`config.mk`:
```
export PLATFORM = sky130hd
export DESIGN_NAME = sync_rx_unit
export DESIGN_NICKNAME = d
export VERILOG_FILES = /design/src/rtl/sync_rx_pkg.sv /design/src/rtl/sync_rx_clkgen.sv /design/src/rtl/sync_rx_sync.sv /design/src/rtl/sync_rx_shift.sv /design/src/rtl/sync_rx_unit.sv
export SDC_FILE = /design/constraint.sdc
export NUM_CORES = 1
export LEC_CHECK = 0
export BUFFER_PORTS_ARGS = -buffer_cell sky130_fd_sc_hd__buf_4
export CORE_ASPECT_RATIO = 2
export CORE_MARGIN = 1.5
export CORE_UTILIZATION = 50
export CTS_CLUSTER_DIAMETER = 50
export CTS_CLUSTER_SIZE = 10
export DETAILED_ROUTE_END_ITERATION = 7
export GPL_TIMING_DRIVEN = 1
export PLACE_DENSITY = 0.73
export RECOVER_POWER = 25
export SYNTH_ARGS = -nofsm -noshare
export SYNTH_HDL_FRONTEND = slang
export SYNTH_SLANG_ARGS = --single-unit
```
`constraint.sdc`:
```
create_clock -name clk_i -period 4.1 [get_ports clk_i]
set_input_delay 0.82 -clock clk_i [delete_from_list [all_inputs] [get_ports clk_i]]
set_output_delay 0.82 -clock clk_i [all_outputs]
set_load 0.005 [all_outputs]
```
`src/rtl/sync_rx_pkg.sv`:
```
package sync_rx_pkg;
  localparam int CKS_W  = 3;
  localparam int CNT_W  = 7;   // largest half period is 128 cycles
  localparam int CTRL_W = 8;
  localparam int STAT_W = 3;
  localparam logic [CKS_W-1:0] CKS_RSVD = 3'b111;

  // half period minus one, in base clock cycles
  function automatic logic [CNT_W-1:0] half_m1(input logic [CKS_W-1:0] cks);
    logic [CNT_W:0] h;
    h = (CNT_W+1)'(1) << (CNT_W - int'(cks));
    return CNT_W'(h - 1'b1);
  endfunction
endpackage

```
`src/rtl/sync_rx_clkgen.sv`:
```
module sync_rx_clkgen
  import sync_rx_pkg::*;
(
  input  logic             clk_i,
  input  logic             rst_ni,
  input  logic             start_i,
  input  logic             abort_i,
  input  logic             halt_req_i,
  input  logic [CKS_W-1:0] cks_i,
  output logic             active_o,
  output logic             sck_o,
  output logic             rise_o
);
  logic [CNT_W-1:0] cnt_q, lim;
  logic active_q, sck_q, pend_q, tick;

  assign lim  = half_m1(cks_i);
  assign tick = active_q && (cnt_q == lim);

  always_ff @(posedge clk_i or negedge rst_ni) begin
    if (!rst_ni) begin
      cnt_q    <= '0;
      active_q <= 1'b0;
      sck_q    <= 1'b0;
      pend_q   <= 1'b0;
    end else if (abort_i) begin
      cnt_q    <= '0;
      active_q <= 1'b0;
      sck_q    <= 1'b0;
      pend_q   <= 1'b0;
    end else if (!active_q) begin
      if (start_i) begin
        active_q <= 1'b1;
        cnt_q    <= '0;
        pend_q   <= 1'b0;
      end
    end else begin
      if (halt_req_i) pend_q <= 1'b1;
      if (tick) begin
        cnt_q <= '0;
        sck_q <= ~sck_q;
        // stop on the falling edge after the last character
        if (sck_q && pend_q) begin
          active_q <= 1'b0;
          pend_q   <= 1'b0;
        end
      end else begin
        cnt_q <= cnt_q + 1'b1;
      end
    end
  end

  assign active_o = active_q;
  assign sck_o    = sck_q;
  assign rise_o   = tick && !sck_q;
endmodule

```
`src/rtl/sync_rx_sync.sv`:
```
module sync_rx_sync #(
  parameter int SYNC_N = 2
) (
  input  logic clk_i,
  input  logic rst_ni,
  input  logic sck_i,
  input  logic sd_i,
  output logic rise_o,
  output logic sd_o
);
  logic [SYNC_N:0]   sck_pipe;
  logic [SYNC_N-1:0] sd_pipe;

  for (genvar g = 0; g <= SYNC_N; g++) begin : g_stage
    always_ff @(posedge clk_i or negedge rst_ni) begin
      if (!rst_ni) sck_pipe[g] <= 1'b0;
      else if (g == 0) sck_pipe[g] <= sck_i;
      else sck_pipe[g] <= sck_pipe[(g == 0) ? 0 : g-1];
    end
    if (g < SYNC_N) begin : g_sd
      always_ff @(posedge clk_i or negedge rst_ni) begin
        if (!rst_ni) sd_pipe[g] <= 1'b0;
        else if (g == 0) sd_pipe[g] <= sd_i;
        else sd_pipe[g] <= sd_pipe[(g == 0) ? 0 : g-1];
      end
    end
  end

  assign rise_o = sck_pipe[SYNC_N-1] && !sck_pipe[SYNC_N];
  assign sd_o   = sd_pipe[SYNC_N-1];
endmodule

```
`src/rtl/sync_rx_shift.sv`:
```
module sync_rx_shift #(
  parameter int DW = 8
) (
  input  logic          clk_i,
  input  logic          rst_ni,
  input  logic          clr_i,
  input  logic          sample_i,
  input  logic          bit_i,
  output logic          done_o,
  output logic [DW-1:0] data_o
);
  localparam int BW = $clog2(DW);

  logic [BW-1:0] cnt_q;
  logic [DW-2:0] sh_q;

  assign done_o = sample_i && (cnt_q == BW'(DW-1));
  assign data_o = {sh_q, bit_i};

  always_ff @(posedge clk_i or negedge rst_ni) begin
    if (!rst_ni) begin
      cnt_q <= '0;
      sh_q  <= '0;
    end else if (clr_i) begin
      cnt_q <= '0;
    end else if (sample_i) begin
      sh_q  <= {sh_q[DW-3:0], bit_i};
      cnt_q <= done_o ? '0 : cnt_q + 1'b1;
    end
  end
endmodule

```
`src/rtl/sync_rx_unit.sv`:
```
module sync_rx_unit
  import sync_rx_pkg::*;
#(
  parameter int DW = 8
) (
  input  logic              clk_i,
  input  logic              rst_ni,
  input  logic              ctrl_we_i,
  input  logic [CTRL_W-1:0] ctrl_wdata_i,
  output logic [CTRL_W-1:0] ctrl_rdata_o,
  input  logic              stat_we_i,
  input  logic [STAT_W-1:0] stat_wdata_i,
  output logic [STAT_W-1:0] stat_o,
  input  logic              start_i,
  input  logic              conflict_i,
  input  logic              rd_i,
  output logic [DW-1:0]     rdata_o,
  output logic              active_o,
  input  logic              sck_i,
  output logic              sck_o,
  output logic              sck_oe_o,
  input  logic              sd_i
);
  logic             master_q, sstop_q;
  logic [CKS_W-1:0] cks_q;
  logic [DW-1:0]    rdata_q;
  logic             full_q, ovr_q, cfl_q;

  logic abort, start_ok, halt_req, m_active, m_rise, s_rise, s_sd;
  logic sample, bit_in, done, clr;
  logic [DW-1:0] char_data;
  logic unused_bits;

  assign unused_bits = ^{ctrl_wdata_i[5:3], stat_wdata_i[0]};

  assign abort    = conflict_i | (ctrl_we_i & ~ctrl_wdata_i[7]);
  assign start_ok = start_i & master_q & ~abort;
  assign halt_req = done & sstop_q & master_q;
  assign sample   = master_q ? m_rise : s_rise;
  assign bit_in   = master_q ? sd_i : s_sd;
  assign clr      = ctrl_we_i | conflict_i | (master_q & ~m_active);

  sync_rx_clkgen u_clkgen (
    .clk_i      (clk_i),
    .rst_ni     (rst_ni),
    .start_i    (start_ok),
    .abort_i    (abort),
    .halt_req_i (halt_req),
    .cks_i      (cks_q),
    .active_o   (m_active),
    .sck_o      (sck_o),
    .rise_o     (m_rise)
  );

  sync_rx_sync #(.SYNC_N(2)) u_sync (
    .clk_i  (clk_i),
    .rst_ni (rst_ni),
    .sck_i  (sck_i),
    .sd_i   (sd_i),
    .rise_o (s_rise),
    .sd_o   (s_sd)
  );

  sync_rx_shift #(.DW(DW)) u_shift (
    .clk_i    (clk_i),
    .rst_ni   (rst_ni),
    .clr_i    (clr),
    .sample_i (sample),
    .bit_i    (bit_in),
    .done_o   (done),
    .data_o   (char_data)
  );

  always_ff @(posedge clk_i or negedge rst_ni) begin
    if (!rst_ni) begin
      master_q <= 1'b0;
      sstop_q  <= 1'b0;
      cks_q    <= '0;
    end else begin
      if (conflict_i) master_q <= 1'b0;
      else if (ctrl_we_i) master_q <= ctrl_wdata_i[7];
      if (ctrl_we_i) begin
        sstop_q <= ctrl_wdata_i[6];
        if (ctrl_wdata_i[2:0] != CKS_RSVD) cks_q <= ctrl_wdata_i[2:0];
      end
    end
  end

  always_ff @(posedge clk_i or negedge rst_ni) begin
    if (!rst_ni) begin
      rdata_q <= '0;
      full_q  <= 1'b0;
      ovr_q   <= 1'b0;
      cfl_q   <= 1'b0;
    end else begin
      if (done && !(full_q && !rd_i)) begin
        rdata_q <= char_data;
        full_q  <= 1'b1;
      end else if (rd_i) begin
        full_q  <= 1'b0;
      end

      if (done && full_q && !rd_i) ovr_q <= 1'b1;
      else if (stat_we_i && !stat_wdata_i[1]) ovr_q <= 1'b0;

      if (conflict_i) cfl_q <= 1'b1;
      else if (stat_we_i && !stat_wdata_i[2]) cfl_q <= 1'b0;
    end
  end

  assign ctrl_rdata_o = {master_q, sstop_q, 3'b000, cks_q};
  assign stat_o       = {cfl_q, ovr_q, full_q};
  assign rdata_o      = rdata_q;
  assign active_o     = m_active;
  assign sck_oe_o     = master_q;
endmodule

```
* Word level (Yosys, flattened, before mapping)
Index checks and enable logic that the tools add are counted.
** Word-level totals
- Bits of input ports :: 20
- Flip-flop bits (word level) :: 41
- Logic and storage cells :: 99
- Output and inout port bits :: 22
** Cells by class
- Bitwise gates (word level) :: 14
- Add/subtract/negate cells :: 4
- Equality and inequality tests :: 3
- Shift operators :: 1
- Reduce and logical (&&, ||, !) cells :: 28
- Muxes and demuxes :: 31
** Operator list (number)
- 1-bit by 32-bit left shift with 7-bit output (first input constant) :: 1
- 7-bit 2-to-1 mux :: 4
- 1-bit 2-to-1 mux :: 24
- 2-bit nonzero test :: 7
- 1-bit logical AND :: 11
- 3-bit 2-to-1 mux :: 3
- 7-bit by 1-bit adder with 7-bit output (second input constant) :: 1
- 7-bit equality test :: 1
- 7-bit by 1-bit subtractor with 7-bit output (second input constant) :: 1
- 1-bit AND :: 6
- 1-bit logical NOT :: 6
- 2-bit AND reduction :: 3
- 1-bit inverter :: 5
- 3-bit by 3-bit subtractor with 4-bit output (first input constant) :: 1
- 3-bit by 1-bit adder with 3-bit output (second input constant) :: 1
- 3-bit equality test (second input constant) :: 1
- 3-bit inequality test (second input constant) :: 1
- 1-bit OR :: 3
- 3-bit nonzero test :: 1

* Logic depth before layout (Yosys ltp)
- Depth in word-level cells :: 15
- Gate-level depth with buffers :: 9

* Modules after synthesis
Synthesis repeated with hierarchy kept, for this count alone.
** Unflattened totals
- Cell total of the unflattened synthesis :: 194
- Area, all modules :: 2177.1 µm²
** Modules (own cells, without submodules)
- sync_rx_clkgen :: area each 784.5 µm², sequential area each 250.2 µm², cells each 89, instances 1
- sync_rx_unit :: area each 784.5 µm², sequential area each 400.4 µm², cells each 68, instances 1
- sync_rx_shift :: area each 469.2 µm², sequential area each 250.2 µm², cells each 31, instances 1
- sync_rx_sync :: area each 138.9 µm², sequential area each 125.1 µm², cells each 6, instances 1

* Least setup slack after synthesis
OpenSTA, ideal clock, no wires.
- Path kind :: flip-flop to flip-flop
- From :: register cks_q[0]
- To :: register rdata_q[0] (netlist: rdata_o[0])
- Setup slack :: 1.258 ns
- Arrival time :: 2.717 ns
- Path buffers :: 2
- Cell stages (with the launch flop) :: 10
- Setup time :: 0.125 ns
- Data required time :: 3.975 ns
- Clock period less this slack :: 2.842 ns
- Cells stage by stage :: dfrtp_1 > buf_4 > nand3b_1 > ha_1 > buf_6 > xor2_1 > or4b_4 > a2111o_1 > o21ai_4 > mux2_2
** Between the ends
- Longest elaborated chain between the ends :: 9
** Ends and longest elaborated chain
- start, declared :: line sync_rx_unit.sv:25 : logic [CKS_W-1:0] cks_q;
- start signal, assigned :: line sync_rx_unit.sv:84 : if (ctrl_wdata_i[2:0] != CKS_RSVD) cks_q <= ctrl_wdata_i[2:0];
- 3-bit by 3-bit subtractor with 4-bit output :: line sync_rx_pkg.sv:11 : h = (CNT_W+1)'(1) << (CNT_W - int'(cks));
- 1-bit by 32-bit left shift with 7-bit output :: line sync_rx_pkg.sv:11
- 7-bit by 1-bit subtractor with 7-bit output :: line sync_rx_pkg.sv:12 : return CNT_W'(h - 1'b1);
- 7-bit equality test :: line sync_rx_clkgen.sv:18 : assign tick = active_q && (cnt_q == lim);
- 1-bit logical AND :: line sync_rx_clkgen.sv:18
- 1-bit logical AND :: line sync_rx_clkgen.sv:55 : assign rise_o = tick && !sck_q;
- 1-bit 2-to-1 mux :: line sync_rx_unit.sv:39 : assign sample = master_q ? m_rise : s_rise;
- 1-bit logical AND :: line sync_rx_shift.sv:17 : assign done_o = sample_i && (cnt_q == BW'(DW-1));
- 1-bit logical AND :: line sync_rx_unit.sv:96 : if (done && !(full_q && !rd_i)) begin
- end signal, assigned :: line sync_rx_unit.sv:97 : rdata_q <= char_data;
- end, declared :: line sync_rx_unit.sv:26 : logic [DW-1:0] rdata_q;
Every way passes these cells.
A chain may end at the register's enable or synchronous reset.

* Final worst setup path
- From :: register cks_q[2]
- To :: register rdata_q[0] (netlist: rdata_o[0])
The elaborated chain is that of the path after synthesis.

==> out/metrics.cfg <==
[timing]
finalSetupTns_ns=0
final-max-slew-violation-count=42
worstMarginPinSlew_ns=2.10
maxSlewHeadroom_pct=-39.9
fmax_ghz=0.326
post-route-period-util_pct=74.9
finalSetupViolations=0
finalWorstPathRequiredPeriod_ns=3.07
worst_clock_skew_ns=0.00567
rsz0062_at_grt=false
report.final.hold_viol_count=0

[clocking]
cts_hold_buffers=0
worst_setup_hold_path_clk_slew_ns=0.07
h_tree_depth=2
cts_tree=yes
cts_post_setup_buffers_inserted=0
latest_clock_arrival_within_the_worst_skew_pair_ns=0.29
clock_sinks=41
tritoncts_buffer_count=5
cts_repair_resize_count=0
cts-root-buf=sky130_fd_sc_hd__clkbuf_8
cts.path.max_buffers=2

[setup_path]
start_kind=flip-flop
timing.critical_path.cells=nand3_1 > ha_1 > xor2_1 > or4b_4 > a2111o_1 > o21ai_4 > mux2_2
crit_required_ns=4.28
crit_path_max_fanout=15
critical_path.slowest_cell=sky130_fd_sc_hd__dfrtp_1
critPathKind=flip-flop to flip-flop
worst-endpoint-arrival_ns=3.25
critPathCaptureType=flip-flop
timing.critical_path.slowest_cell_delay_ns=0.62

[logic_synthesis]
combinational_family_with_the_most_area_after_synthesis=compound AO/OA/AOI/OAI gates
ys.flop_type=sky130_fd_sc_hd__dfrtp_1
synth_xor_area_share_pct=2.46
area_share_of_and_or_nand_nor_cells_after_synthesis_pct=13.6
synth.ff_latch_count=41
synth.avg_cell_area_um2=10.8
synth-compound-area-share_pct=15.3
netlist-cell-type-count=48
synth_enable_flop_cells=0
synth_fa_ha_area_share_pct=2.34
yosysSeqAreaShare_pct=48.0
synthesis.area_um2=2140
synthesis_warnings=0
synth.mux.area_fraction_pct=11.8
async_reset_ff_share_pct=100
post_synth_inst_count=198

[floorplanning]
core-area_um2=4090
design.portCount=42
std_cell_rows=33
die_area_um2=4700
die_height_um=95.4
initial_core_util_pct=52.2
dieWidth_um=49.2

[layout]
antennaDiodeCount=0
post_route_cells_drive_above_1_share_pct=28.2
final_net_count=251
post_route_standard_cell_area_excluding_fillers_um2=2450
syn2layout_area_growth_pct=14.9

[power_and_ir_drop]
power.total_uw=828
p_leak_nw=1.10
worst_ir_drop_vdd_mv=0.281
power_per_cell_area_nw_per_um2=338

[route]
drtAntennaViolNets=0
detail_route.vias_per_cell=5.66
vias_post_dr=1578
first_pass_iters=4
route.final.wire_length_mm=4.16
routed_wire_length_per_instance_um=14.9
drt_iter0_drc=26
drc=0

[global_route]
global_route_wire_length_before_repair_mm=6.91
number_of_antenna_violations_at_the_first_check_in_global_routing=0
grt_max_degree=42
grt_pass1_vias=1605
met1_usage_pct=18.3
routing_layer_with_the_top_usage_in_global_route=met2
grt-ovfl-total=0
met3_usage_pct=3.76
use_met2_pct=38.0
grt_util_all_layers_pct=19.5

[flow_run]
timing.max_cap.violations=1

[placed_design]
dp.final_hpwl_mm=3.09
dpl_cell_area_um2=2370
gpl.final_weighted_congestion=0.821
buffer_ports.inserted=34

[run_status]
status=finished, violations left
violations_in_the_final_reports=max-capacitance violations, max-slew violations

[worst_hold_path]
hold_class=flip-flop to flip-flop

-- cells in the mapped netlist (2+ instances only) --
library cell	count	area share, %
sky130_fd_sc_hd__inv_1	9	1.6
sky130_fd_sc_hd__and4b_1	2	0.94
sky130_fd_sc_hd__nand3b_1	2	0.70
sky130_fd_sc_hd__nor3b_1	2	0.70
sky130_fd_sc_hd__buf_4	9	3.2
sky130_fd_sc_hd__o31a_1	2	0.82
sky130_fd_sc_hd__mux2_2	18	9.5
sky130_fd_sc_hd__nand2_1	21	3.7
sky130_fd_sc_hd__xnor2_1	3	1.2
sky130_fd_sc_hd__o22a_1	3	1.2
sky130_fd_sc_hd__a21oi_1	5	1.2
sky130_fd_sc_hd__a21boi_0	2	0.70
sky130_fd_sc_hd__or4_1	2	0.70
sky130_fd_sc_hd__o21ai_0	12	2.8
sky130_fd_sc_hd__buf_2	2	0.47
sky130_fd_sc_hd__o211ai_1	5	1.8
sky130_fd_sc_hd__nand2b_1	2	0.59
sky130_fd_sc_hd__or3_1	2	0.59
sky130_fd_sc_hd__mux2i_1	5	2.3
sky130_fd_sc_hd__nand4_1	2	0.59
sky130_fd_sc_hd__nor3_1	3	0.70
sky130_fd_sc_hd__xor2_1	3	1.2
sky130_fd_sc_hd__dfrtp_1	41	48
sky130_fd_sc_hd__nand3_1	7	1.6
sky130_fd_sc_hd__nor2_1	8	1.4
sky130_fd_sc_hd__ha_1	4	2.3
-- kinds of logic (layout without fill, tap and decap cells) --
logic type	Yosys count	in the layout
XOR/XNOR	6	6
buffers and inverters	24	51
adder cells (fa/ha/maj)	4	4
AND/OR/NAND/NOR	56	56
multiplexers	23	23
AO/OA/AOI/OAI	43	43
other	1	3
flip-flops	41	41
-- report_power, final --
part	total (mW)	switching, mW	leakage, nW	internal (mW)
combinational	0.108	0.0533	0.514	0.0546
sequential	0.453	0.0260	0.542	0.427
clock	0.267	0.134	0.0433	0.133
total	0.828	0.214	1.10	0.615
-- per-layer routing --
| layer | share of wire (%) | vias up |
|---|---|---|
| met3 | 3.2 | 10 |
| li1 | - | 761 |
| met1 | 37 | 772 |
| met5 | 0 | - |
| met2 | 57 | 35 |
| met4 | 3.0 | 0 |
-- layout make-up --
type | count | area (µm²)
clock inverter | 1 | 7.51
multi-input combinational | 135 | 983
inverter | 10 | 37.5
fill | 349 | 1630
timing repair buffer | 34 | 251
tap | 52 | 65.1
clock buffer | 6 | 82.6
sequential | 41 | 1030
-- path summary, 6_finish.rpt --
check                                          endpoint  cells after the start                          from  slack [ns]
min reg2reg                u_sync.sck_pipe[1]$_DFF_PN0_                      0  u_sync.sck_pipe[0]$_DFF_PN0_        0.35
min                        u_sync.sck_pipe[1]$_DFF_PN0_                      0  u_sync.sck_pipe[0]$_DFF_PN0_        0.35
min in group asynchronous         u_sync.sd_o$_DFF_PN0_                      1                        rst_ni        1.12
max in group asynchronous        rdata_o[5]$_DFFE_PN0P_                      1                        rst_ni        1.77
max                              rdata_o[0]$_DFFE_PN0P_                      7          cks_q[2]$_DFFE_PN0P_        1.03
max reg2reg                      rdata_o[0]$_DFFE_PN0P_                      7          cks_q[2]$_DFFE_PN0P_        1.03
-- critical path: cells and delay by family (launching register included) --
kind | cells | cell delay, ns
AOI/OAI and AO/OA | 2 | 0.75
xor gates and xnor gates | 1 | 0.21
adders and majority gates | 1 | 0.34
DFF | 1 | 0.62
muxes | 1 | 0.38
and+or+nand+nor | 2 | 0.66
-- placed cells by master, fill, tap and decap left out, drive strengths merged, types with 2 or more instances in the layout --
cell type,n
o21ai,14
ha,4
a21oi,6
nand2b,2
o211ai,5
dfrtp,41
xnor2,3
o22a,3
nor3,3
nor3b,2
mux2,18
nand3,7
nand4,2
mux2i,5
buf,31
inv,9
or4,2
nand2,21
a2111oi,2
nand3b,2
and4b,2
a211oi,2
nor2,8
o31a,2
a21boi,2
or3,2
conb,3
xor2,3
clkbuf,9
-- registers in the layout (all words and copies together) (netlist names), 3 cells and up --
signal,cells
rdata_o,8
u_clkgen.cnt_q,7
u_shift.sh_q,7
cks_q,3
u_shift.cnt_q,3
u_sync.sck_pipe,3
-- per-stage QoR --
stage | setup slack, ns | util, % | instances | hold WS [ns]
detailed placement | 1.04 | 57.9 | 272 | 0.336
global route | 0.875 | 60.0 | 279 | 0.369
finish | 1.03 | 60.0 | 279 | 0.350
CTS | 1.02 | 60.1 | 279 | 0.353
global placement | 1.06 | 57.9 | 272 | 0.340
floorplan | 1.26 | - | 200 | 0.331
No activity file was read; power rests on OpenSTA's default activity.
